`config.mk`:
```
export PLATFORM = sky130hd
export DESIGN_NAME = dlreq_ctrl
export DESIGN_NICKNAME = d
export VERILOG_FILES = /design/src/rtl/dlreq_pkg.sv /design/src/rtl/dlreq_decode.sv /design/src/rtl/dlreq_gate.sv /design/src/rtl/dlreq_seq.sv /design/src/rtl/dlreq_ctrl.sv
export SDC_FILE = /design/constraint.sdc
export NUM_CORES = 1
export LEC_CHECK = 0
export CORE_AREA = 10 10 47 49
export CTS_CLUSTER_DIAMETER = 50
export DETAILED_ROUTE_END_ITERATION = 12
export DIE_AREA = 0 0 57 59
export DONT_BUFFER_PORTS = 1
export PLACE_DENSITY = 0.67
export SYNTH_ARGS = -nofsm -noshare
export SYNTH_HDL_FRONTEND = slang
export SYNTH_HIERARCHICAL = 1
export SYNTH_SLANG_ARGS = --single-unit
```
`constraint.sdc`:
```
create_clock -name clk -period 1.4 [get_ports clk]
set_clock_uncertainty 0.05 [all_clocks]
set_input_delay 0.28 -clock clk [delete_from_list [all_inputs] [get_ports clk]]
set_output_delay 0.28 -clock clk [all_outputs]
set_load 0.05 [all_outputs]
```
`src/rtl/dlreq_pkg.sv`:
```
package dlreq_pkg;

   typedef enum logic [1:0] {
      SEL_NONE = 2'd0,
      SEL_KEY  = 2'd1,
      SEL_CTRL = 2'd2,
      SEL_PSEL = 2'd3
   } dl_sel_e;

   localparam int unsigned REQ_BIT = 0;
   localparam int unsigned PSEL_BIT = 0;

endpackage

```
`src/rtl/dlreq_decode.sv`:
```
module dlreq_decode
   import dlreq_pkg::*;
#(
   parameter int unsigned ADDR_W    = 4,
   parameter int unsigned KEY_ADDR  = 0,
   parameter int unsigned CTRL_ADDR = 1,
   parameter int unsigned PSEL_ADDR = 2
) (
   input  logic [ADDR_W-1:0] bus_addr,
   input  logic              bus_we,
   output dl_sel_e           sel,
   output logic              wr_key,
   output logic              wr_ctrl,
   output logic              wr_psel
);
   localparam logic [ADDR_W-1:0] A_KEY  = ADDR_W'(KEY_ADDR);
   localparam logic [ADDR_W-1:0] A_CTRL = ADDR_W'(CTRL_ADDR);
   localparam logic [ADDR_W-1:0] A_PSEL = ADDR_W'(PSEL_ADDR);

   always_comb begin
      if (bus_addr == A_KEY)       sel = SEL_KEY;
      else if (bus_addr == A_CTRL) sel = SEL_CTRL;
      else if (bus_addr == A_PSEL) sel = SEL_PSEL;
      else                         sel = SEL_NONE;
   end

   assign wr_key  = bus_we && (sel == SEL_KEY);
   assign wr_ctrl = bus_we && (sel == SEL_CTRL);
   assign wr_psel = bus_we && (sel == SEL_PSEL);
endmodule

```
`src/rtl/dlreq_gate.sv`:
```
module dlreq_gate #(
   parameter int unsigned DATA_W     = 8,
   parameter logic [DATA_W-1:0] UNLOCK_KEY = 8'hA5
) (
   input  logic              clk,
   input  logic              rst_n,
   input  logic              wr_key,
   input  logic [DATA_W-1:0] wdata,
   input  logic              wr_ctrl,
   input  logic              req_bit,
   input  logic              cpu_in_ram,
   input  logic              ram_emul_on,
   input  logic              busy,
   output logic [DATA_W-1:0] key_q,
   output logic              accept
);
   logic key_ok;

   always_ff @(posedge clk) begin
      if (!rst_n)      key_q <= '0;
      else if (wr_key) key_q <= wdata;
   end

   assign key_ok = (key_q == UNLOCK_KEY);
   // all three conditions are judged at the write itself
   assign accept = wr_ctrl && req_bit && key_ok && cpu_in_ram && !ram_emul_on && !busy;
endmodule

```
`src/rtl/dlreq_seq.sv`:
```
module dlreq_seq (
   input  logic clk,
   input  logic rst_n,
   input  logic accept,
   input  logic xfer_done,
   input  logic wr_psel,
   input  logic psel_bit,
   output logic dl_start,
   output logic dl_busy,
   output logic prog_sel
);
   always_ff @(posedge clk) begin
      if (!rst_n) begin
         dl_start <= 1'b0;
         dl_busy  <= 1'b0;
      end else begin
         dl_start <= accept;
         // accept needs !dl_busy, so it never meets a clear of the same flag
         dl_busy  <= accept | (dl_busy & ~xfer_done);
      end
   end

   always_ff @(posedge clk) begin
      if (!rst_n)         prog_sel <= 1'b0;
      else if (xfer_done) prog_sel <= 1'b0;
      else if (wr_psel)   prog_sel <= psel_bit;
   end
endmodule

```
`src/rtl/dlreq_ctrl.sv`:
```
module dlreq_ctrl
   import dlreq_pkg::*;
#(
   parameter int unsigned ADDR_W       = 4,
   parameter int unsigned DATA_W       = 8,
   parameter int unsigned KEY_ADDR     = 0,
   parameter int unsigned CTRL_ADDR    = 1,
   parameter int unsigned PSEL_ADDR    = 2,
   parameter logic [DATA_W-1:0] UNLOCK_KEY = 8'hA5,
   parameter bit          KEY_READABLE = 1'b1
) (
   input  logic              clk,
   input  logic              rst_n,
   input  logic [ADDR_W-1:0] bus_addr,
   input  logic              bus_we,
   input  logic [DATA_W-1:0] bus_wdata,
   output logic [DATA_W-1:0] bus_rdata,
   input  logic              cpu_in_ram,
   input  logic              ram_emul_on,
   input  logic              xfer_done,
   output logic              dl_start,
   output logic              dl_busy,
   output logic              prog_sel
);
   localparam int unsigned ADDR_SPAN = 1 << ADDR_W;

   if (DATA_W < 1) begin : g_bad_width
      $error("dlreq_ctrl: DATA_W must be at least 1");
   end
   if (KEY_ADDR == CTRL_ADDR || KEY_ADDR == PSEL_ADDR || CTRL_ADDR == PSEL_ADDR) begin : g_addr_clash
      $error("dlreq_ctrl: register addresses must differ");
   end
   if (KEY_ADDR >= ADDR_SPAN || CTRL_ADDR >= ADDR_SPAN || PSEL_ADDR >= ADDR_SPAN) begin : g_addr_range
      $error("dlreq_ctrl: register address outside ADDR_W");
   end

   dl_sel_e           sel;
   logic              wr_key, wr_ctrl, wr_psel;
   logic [DATA_W-1:0] key_q;
   logic              accept;
   logic [DATA_W-1:0] key_view;

   dlreq_decode #(
      .ADDR_W   (ADDR_W),
      .KEY_ADDR (KEY_ADDR),
      .CTRL_ADDR(CTRL_ADDR),
      .PSEL_ADDR(PSEL_ADDR)
   ) u_decode (
      .bus_addr(bus_addr),
      .bus_we  (bus_we),
      .sel     (sel),
      .wr_key  (wr_key),
      .wr_ctrl (wr_ctrl),
      .wr_psel (wr_psel)
   );

   dlreq_gate #(
      .DATA_W    (DATA_W),
      .UNLOCK_KEY(UNLOCK_KEY)
   ) u_gate (
      .clk        (clk),
      .rst_n      (rst_n),
      .wr_key     (wr_key),
      .wdata      (bus_wdata),
      .wr_ctrl    (wr_ctrl),
      .req_bit    (bus_wdata[REQ_BIT]),
      .cpu_in_ram (cpu_in_ram),
      .ram_emul_on(ram_emul_on),
      .busy       (dl_busy),
      .key_q      (key_q),
      .accept     (accept)
   );

   dlreq_seq u_seq (
      .clk      (clk),
      .rst_n    (rst_n),
      .accept   (accept),
      .xfer_done(xfer_done),
      .wr_psel  (wr_psel),
      .psel_bit (bus_wdata[PSEL_BIT]),
      .dl_start (dl_start),
      .dl_busy  (dl_busy),
      .prog_sel (prog_sel)
   );

   if (KEY_READABLE) begin : g_key_rd
      assign key_view = key_q;
   end else begin : g_key_hidden
      assign key_view = '0;
   end

   always_comb begin
      bus_rdata = '0;
      case (sel)
         SEL_KEY:  bus_rdata = key_view;
         SEL_PSEL: bus_rdata[PSEL_BIT] = prog_sel;
         default:  bus_rdata = '0; // request bit never reads as 1
      endcase
   end
endmodule

```
==> impl_metrics.tcl, run 1 <==
set metrics [dict create \
    initial_core_util_pct 40.63 \
    max_freq_ghz 0.6884 \
    async_flop_share_pct 0 \
    critical_path_class "input pin to output port" \
    core_area_sq_mm 0.001401 \
    h-tree-depth 1 \
    wl_met2_um 772 \
    grt.overflow.total 0 \
    portBuffers 0 \
    yosysMostFrequentCell "dfxtp_1" \
    die_h_um 59 \
    grt_usage_pct 9.103 \
    clkLatencyLatePin_ps 260 \
    whs_ps 83.41 \
    synth_area_per_cell_sq_um 10.35 \
    syn_to_final_growth_pct 46.15 \
    ys_seq_area_share_pct 38.68 \
    post-route-period-util_pct 103.8 \
    drv_cap 0 \
    fin_crit_ps 1453 \
    antenna_found_initial 0 \
    placedCellCount 78 \
    hp-class "input pin to flop" \
    ant_nets 0 \
    diodes 0 \
    clk_pin_slew_ps 70 \
    met3_length_um 192 \
    synth_flop_cell "dfxtp_1" \
    numCtsBuffers 3 \
    peakVddDrop_mv 0.4713 \
    cts_tree "yes" \
    io_pins 29 \
    cts_root_buf "clkbuf_4" \
    ys_top_cells_by_count "dfxtp_1 (11), mux2i_1 (10), nor2b_1 (10)" \
    num_rows 14 \
    top_layer_used "met4" \
    crit_arrival_ps 1120 \
    setup_viol 8 \
    synth_edf_count 0 \
    route.detailed.drc 0 \
    status "finished with violations" \
    drv_slew 0 \
    die_w_um 57 \
    syn_inst 55 \
    fin_nets 87 \
    grt_pass1_vias 478 \
    crit_fanout 7 \
    synth_area_sq_um 569.3 \
    finalWirelength_um 1449 \
    grt_max_degree 12 \
    finalHoldViolations 0 \
    powerDensity_mw_per_mm2 699.5 \
    yosysTopAreaCell "dfxtp_1" \
    ys_types 17 \
    dieArea_sq_mm 0.003363 \
    synth_area_leaders "dfxtp_1 (39%), mux2i_1 (18%), nor2b_1 (11%)" \
    vias 440 \
    stdcell_count 84 \
    place_congestion 0.6986 \
    rsz0062_at_grt "true" \
    synth_top_area_share_pct 38.68 \
    power.leakage_nw 0.2802 \
    worst_slack_ps -52.55 \
    clockBufferDepth 2 \
    dp_hpwl_um 1172 \
    worst_slew_pin_slew_ps 478.2 \
    syn-num-nets 73 \
    drive_above_1_share_pct 39.71 \
    numClockSinks 11 \
    start_kind "input pin" \
    slew_headroom_pct 68.08 \
    synth_warnings 6 \
    drtIter0Drc 2 \
    m1WireLength_um 473 \
    first_pass_iters 4 \
    post_drt_wl_per_cell_um 17.25 \
    place_ws_ps -182.2 \
    grt_first_pass_wirelength_um 2380 \
    ys_ff_latch 11 \
    violations "setup timing" \
    vias_per_cell 5.238 \
    cp.required_ps 1070 \
    setup.worst_path.end_class "output port" \
]
==> placed cells by master (no fill, tap or decap), drive strengths merged <==
| cell type | netlist | routed |
|---|---|---|
| dfxtp | 11 | 11 |
| nor2b | 11 | 11 |
| mux2i | 10 | 10 |
| buf | 1 | 9 |
| and2 | 8 | 8 |
| clkbuf | 0 | 4 |
| nor3 | 3 | 3 |
| nand3b | 2 | 2 |
| nand4bb | 2 | 2 |
| xnor2 | 1 | 1 |
| and3 | 1 | 1 |
| and3b | 1 | 1 |
| nand2b | 1 | 1 |
| nor4 | 1 | 1 |
| nor3b | 1 | 1 |
| o21a | 1 | 1 |
| dlygate4sd3 | 0 | 1 |
==> through the flow <==
step / TNS, ps / power [mW] / cell area [sq um] / utilization (%)
final: -233.0 / 0.5820 / 832.0 / 59.38
after global routing: -612.6 / 0.6164 / 832.0 / 59.38
after CTS: -569.7 / 0.5818 / 812.0 / 57.95
after detailed placement: -1308 / 0.3587 / 734.5 / 52.41
after global placement: -767.1 / 0.3575 / 734.5 / 52.41
after floorplan: -48.76 / 0.3515 / 586.8 / -
==> final cells by class <==
| cell class | instances | area (sq um) |
|---|---|---|
| well taps | 16 | 20.02 |
| fillers | 122 | 569.3 |
| repair buffers | 10 | 156.4 |
| clock buffers | 4 | 26.28 |
| flip-flops and latches | 11 | 221.5 |
| multi-input cells | 43 | 407.9 |
==> routing by layer <==
metal	vias to the layer above	GRT usage (%)
met3	2	5.794
li1	217	-
met2	17	15.04
met1	204	8.495
met4	0	5.034
met5	-	0
==> state kept, by name (all words and copies together) (netlist names) <==
signal	flops
u_gate/key_q	8
u_seq/prog_sel	1
u_seq/dl_start	1
u_seq/dl_busy	1
==> cell families (layout without fill, tap and decap cells) <==
logic type | count (synthesis) | count (layout) | synth area share, %
buffers and inverters | 1 | 14 | 1.319
AO/OA/AOI/OAI | 1 | 1 | 1.319
XOR/XNOR | 1 | 1 | 1.539
multiplexers | 10 | 10 | 17.58
flip-flops | 11 | 11 | 38.68
AND/OR/NAND/NOR | 31 | 31 | 39.56
==> power by group <==
part | leakage, nW | switching [mW] | internal [mW]
clock network | 0.0150 | 0.104 | 0.110
registers | 0.0892 | 0.00203 | 0.316
logic | 0.176 | 0.0174 | 0.0329
total | 0.280 | 0.123 | 0.459
==> path summary, 6_finish.rpt <==
path | end | slack (ps) | start | cells past startpoint
worst min-delay path | u_seq/dl_busy$_SDFF_PN0_ | 80 | rst_n | 1
worst max register to register | u_seq/dl_busy$_SDFF_PN0_ | 310 | u_gate/key_q[1]$_SDFFE_PN0P_ | 3
worst max-delay path | bus_rdata[5] | -50 | bus_addr[0] | 6
worst min register to register | u_gate/key_q[3]$_SDFFE_PN0P_ | 480 | u_gate/key_q[3]$_SDFFE_PN0P_ | 2
==> critical path: stages <==
cell     delay (ps)
xnor2_4         160
nor3_4           60
buf_6           110
nor2b_4         190
and2_4          190
buf_12          130
==> what timing repair did <==
| item | CTS | global route |
|---|---|---|
| pin swaps | 8 | 5 |
| hold buffers | 0 | 1 |
| endpoints found under the hold margin | 0 | 1 |
| gates resized for setup | 12 | 2 |
| endpoints found under the setup margin | 8 | 8 |
| buffers inserted | 1 | 0 |
(Power assumes the default switching activity.)
==> run 2: changes to the inputs <==
- clock period: 1.4 -> 1.7 ns (I/O delays scaled with it)
==> run 2 against run 1 <==
  * The run now ends clean
  * Die area stayed put
  * First-iteration DRC count stayed put
  * Global-route usage is 0.76 points lower
  * Setup slack better by 180 ps
  * Clock power is 19% lower
  * Via count is 3.4% lower
  * Clock-buffer cell count stayed put
  * Design area is 3.5% lower
  * Cell count is 1.2% higher
  * Largest power group unchanged
==> impl_metrics.tcl, run 2 (synthesis gave the netlist of run 1 again) <==
set metrics [dict create \
    syn_to_final_growth_pct 41.10 \
    ant_nets 0 \
    rsz0062_at_grt "false" \
    setup.worst_path.end_class "output port" \
    slowest_delay_ps 260 \
    grt.overflow.total 0 \
    diodes 0 \
    start_kind "input pin" \
    die_h_um 59 \
    fin_tns_setup_ps 0 \
    cts-resized-gates 0 \
    crit_arrival_ps 1180 \
    swShare_pct 20.58 \
    multi_input_area_sq_um 354.1 \
    grt_first_pass_wirelength_um 2208 \
    grt_max_degree 12 \
    power.leakage_nw 0.2687 \
    largest_reg_flops 8 \
    vias_per_cell 5.000 \
    combPwrFrac_pct 6.0 \
    io_pins 29 \
    layout_commonest_cell "dfxtp_1" \
    die_w_um 57 \
    hp-class "input pin to flop" \
    final_cell_mix "dfxtp_1 (11), mux2i_1 (10), nor2b_1 (9), and2_1 (8), buf_12 (8)" \
    p_int_mw 0.3673 \
    route.detailed.drc 0 \
    peakVddDrop_mv 0.4038 \
    cts_tree "yes" \
    worst_slew_pin_slew_ps 479.7 \
    cp_cell_sequence "xnor2_1 -> nor3_2 -> mux2i_1 -> nor2b_2 -> buf_12" \
    pwr-share-clk_pct 37.5 \
    place_congestion 0.6748 \
    numCtsBuffers 3 \
    post_drt_wl_per_cell_um 14.98 \
    dieArea_sq_mm 0.003363 \
    fin_nets 88 \
    rr_worst_depth 3 \
    regMostFlops "u_gate/key_q" \
    drtIter0Drc 2 \
    sequentialPowerShare_pct 56.6 \
    clk_pin_slew_ps 70 \
    stdcell_count 85 \
    setup_viol 0 \
    holdCritStartpoint "xfer_done" \
    cp_slowest_cell "mux2i_1" \
    finalHoldViolations 0 \
    portBuffers 0 \
    r2r-end "u_seq/dl_busy$_SDFF_PN0_" \
    cts_root_buf "clkbuf_4" \
    postCtsHoldBufs 0 \
    core_area_sq_mm 0.001401 \
    fill_cells 123 \
    dp_hpwl_um 1092 \
    clockBufferDepth 2 \
    antenna_found_initial 0 \
    first_pass_iters 3 \
    vias 425 \
    h-tree-depth 1 \
    drv_cap 0 \
    clkLatencyLatePin_ps 260 \
    post_cts_buffers 0 \
    critical_path_class "input pin to output port" \
    worstHoldPathCells 1 \
    grt_pass1_vias 464 \
    p_sw_mw 0.09515 \
    fin_crit_ps 1569 \
    seqCellArea_sq_um 220.2 \
    rrSetupSlack_ps 630 \
    status "finished clean" \
    min_to "u_seq/prog_sel$_SDFFE_PP0P_" \
    crit_fanout 4 \
    post-route-period-util_pct 92.32 \
    initial_core_util_pct 40.63 \
    powerDensity_mw_per_mm2 575.7 \
    grt_usage_pct 8.344 \
    critPathBufInv 1 \
    drv_slew 0 \
    timing.rr.start "u_gate/key_q[1]$_SDFFE_PN0P_" \
    num_rows 14 \
    final_util_pct 57.32 \
    crit_family "simple AND/OR/NAND/NOR gates" \
    cp.required_ps 1310 \
    numClockSinks 11 \
    drive_above_1_share_pct 28.99 \
    slew_headroom_pct 67.98 \
    finalWirelength_um 1273 \
    max_freq_ghz 0.6372 \
    placedCellCount 81 \
]
[run 2: power groups by stage]
stage / registers, mW / logic [mW] / clock network (mW)
6_report: 0.262 / 0.0276 / 0.173
4_1_cts: 0.262 / 0.0261 / 0.182
5_1_grt: 0.262 / 0.0298 / 0.199
3_3_place_gp: 0.268 / 0.0255 / 0
2_1_floorplan: 0.268 / 0.0213 / 0
3_5_place_dp: 0.268 / 0.0260 / 0
[run 2: routing by layer]
| metal | vias up | routed length (um) | global-route usage, % |
|---|---|---|---|
| met1 | 186 | 442 | 7.479 |
| met3 | 0 | 243 | 7.725 |
| li1 | 220 | - | - |
| met2 | 19 | 587 | 12.71 |
| met5 | - | 0 | 0 |
| met4 | 0 | 0 | 4.027 |
[run 2: final cells by class]
cell class	instances	share of cell area (%)
Timing Repair Buffer	11	22.74
Clock buffer	4	3.271
Sequential cell	11	27.41
Tap cell	16	2.492
Multi-Input combinational cell	43	44.08
[run 2: through the flow]
stage          setup WS (ps)  area [sq um]  hold slack (ps)  total power, mW
2_1_floorplan          5.885         571.8            359.5           0.2889
3_3_place_gp           103.0         767.0            360.0           0.2931
3_5_place_dp           63.50         767.0            362.4           0.2937
4_1_cts                61.84         793.3            77.86           0.4694
5_1_grt                67.14         803.3            67.38           0.4908
6_report               130.6         803.3            89.51           0.4624
[run 2: how the worst max path moves through the flow]
| stage | cells after the start | slack [ps] | from | end |
|---|---|---|---|---|
| after floorplan | 4 | 6 | bus_addr[1] | bus_rdata[0] |
| after global placement | 5 | 100 | bus_addr[1] | bus_rdata[4] |
| after detailed placement | 5 | 60 | bus_addr[1] | bus_rdata[1] |
| after CTS | 5 | 60 | bus_addr[1] | bus_rdata[1] |
| after global routing | 4 | 70 | bus_addr[3] | bus_rdata[1] |
| final | 5 | 130 | bus_addr[1] | bus_rdata[0] |
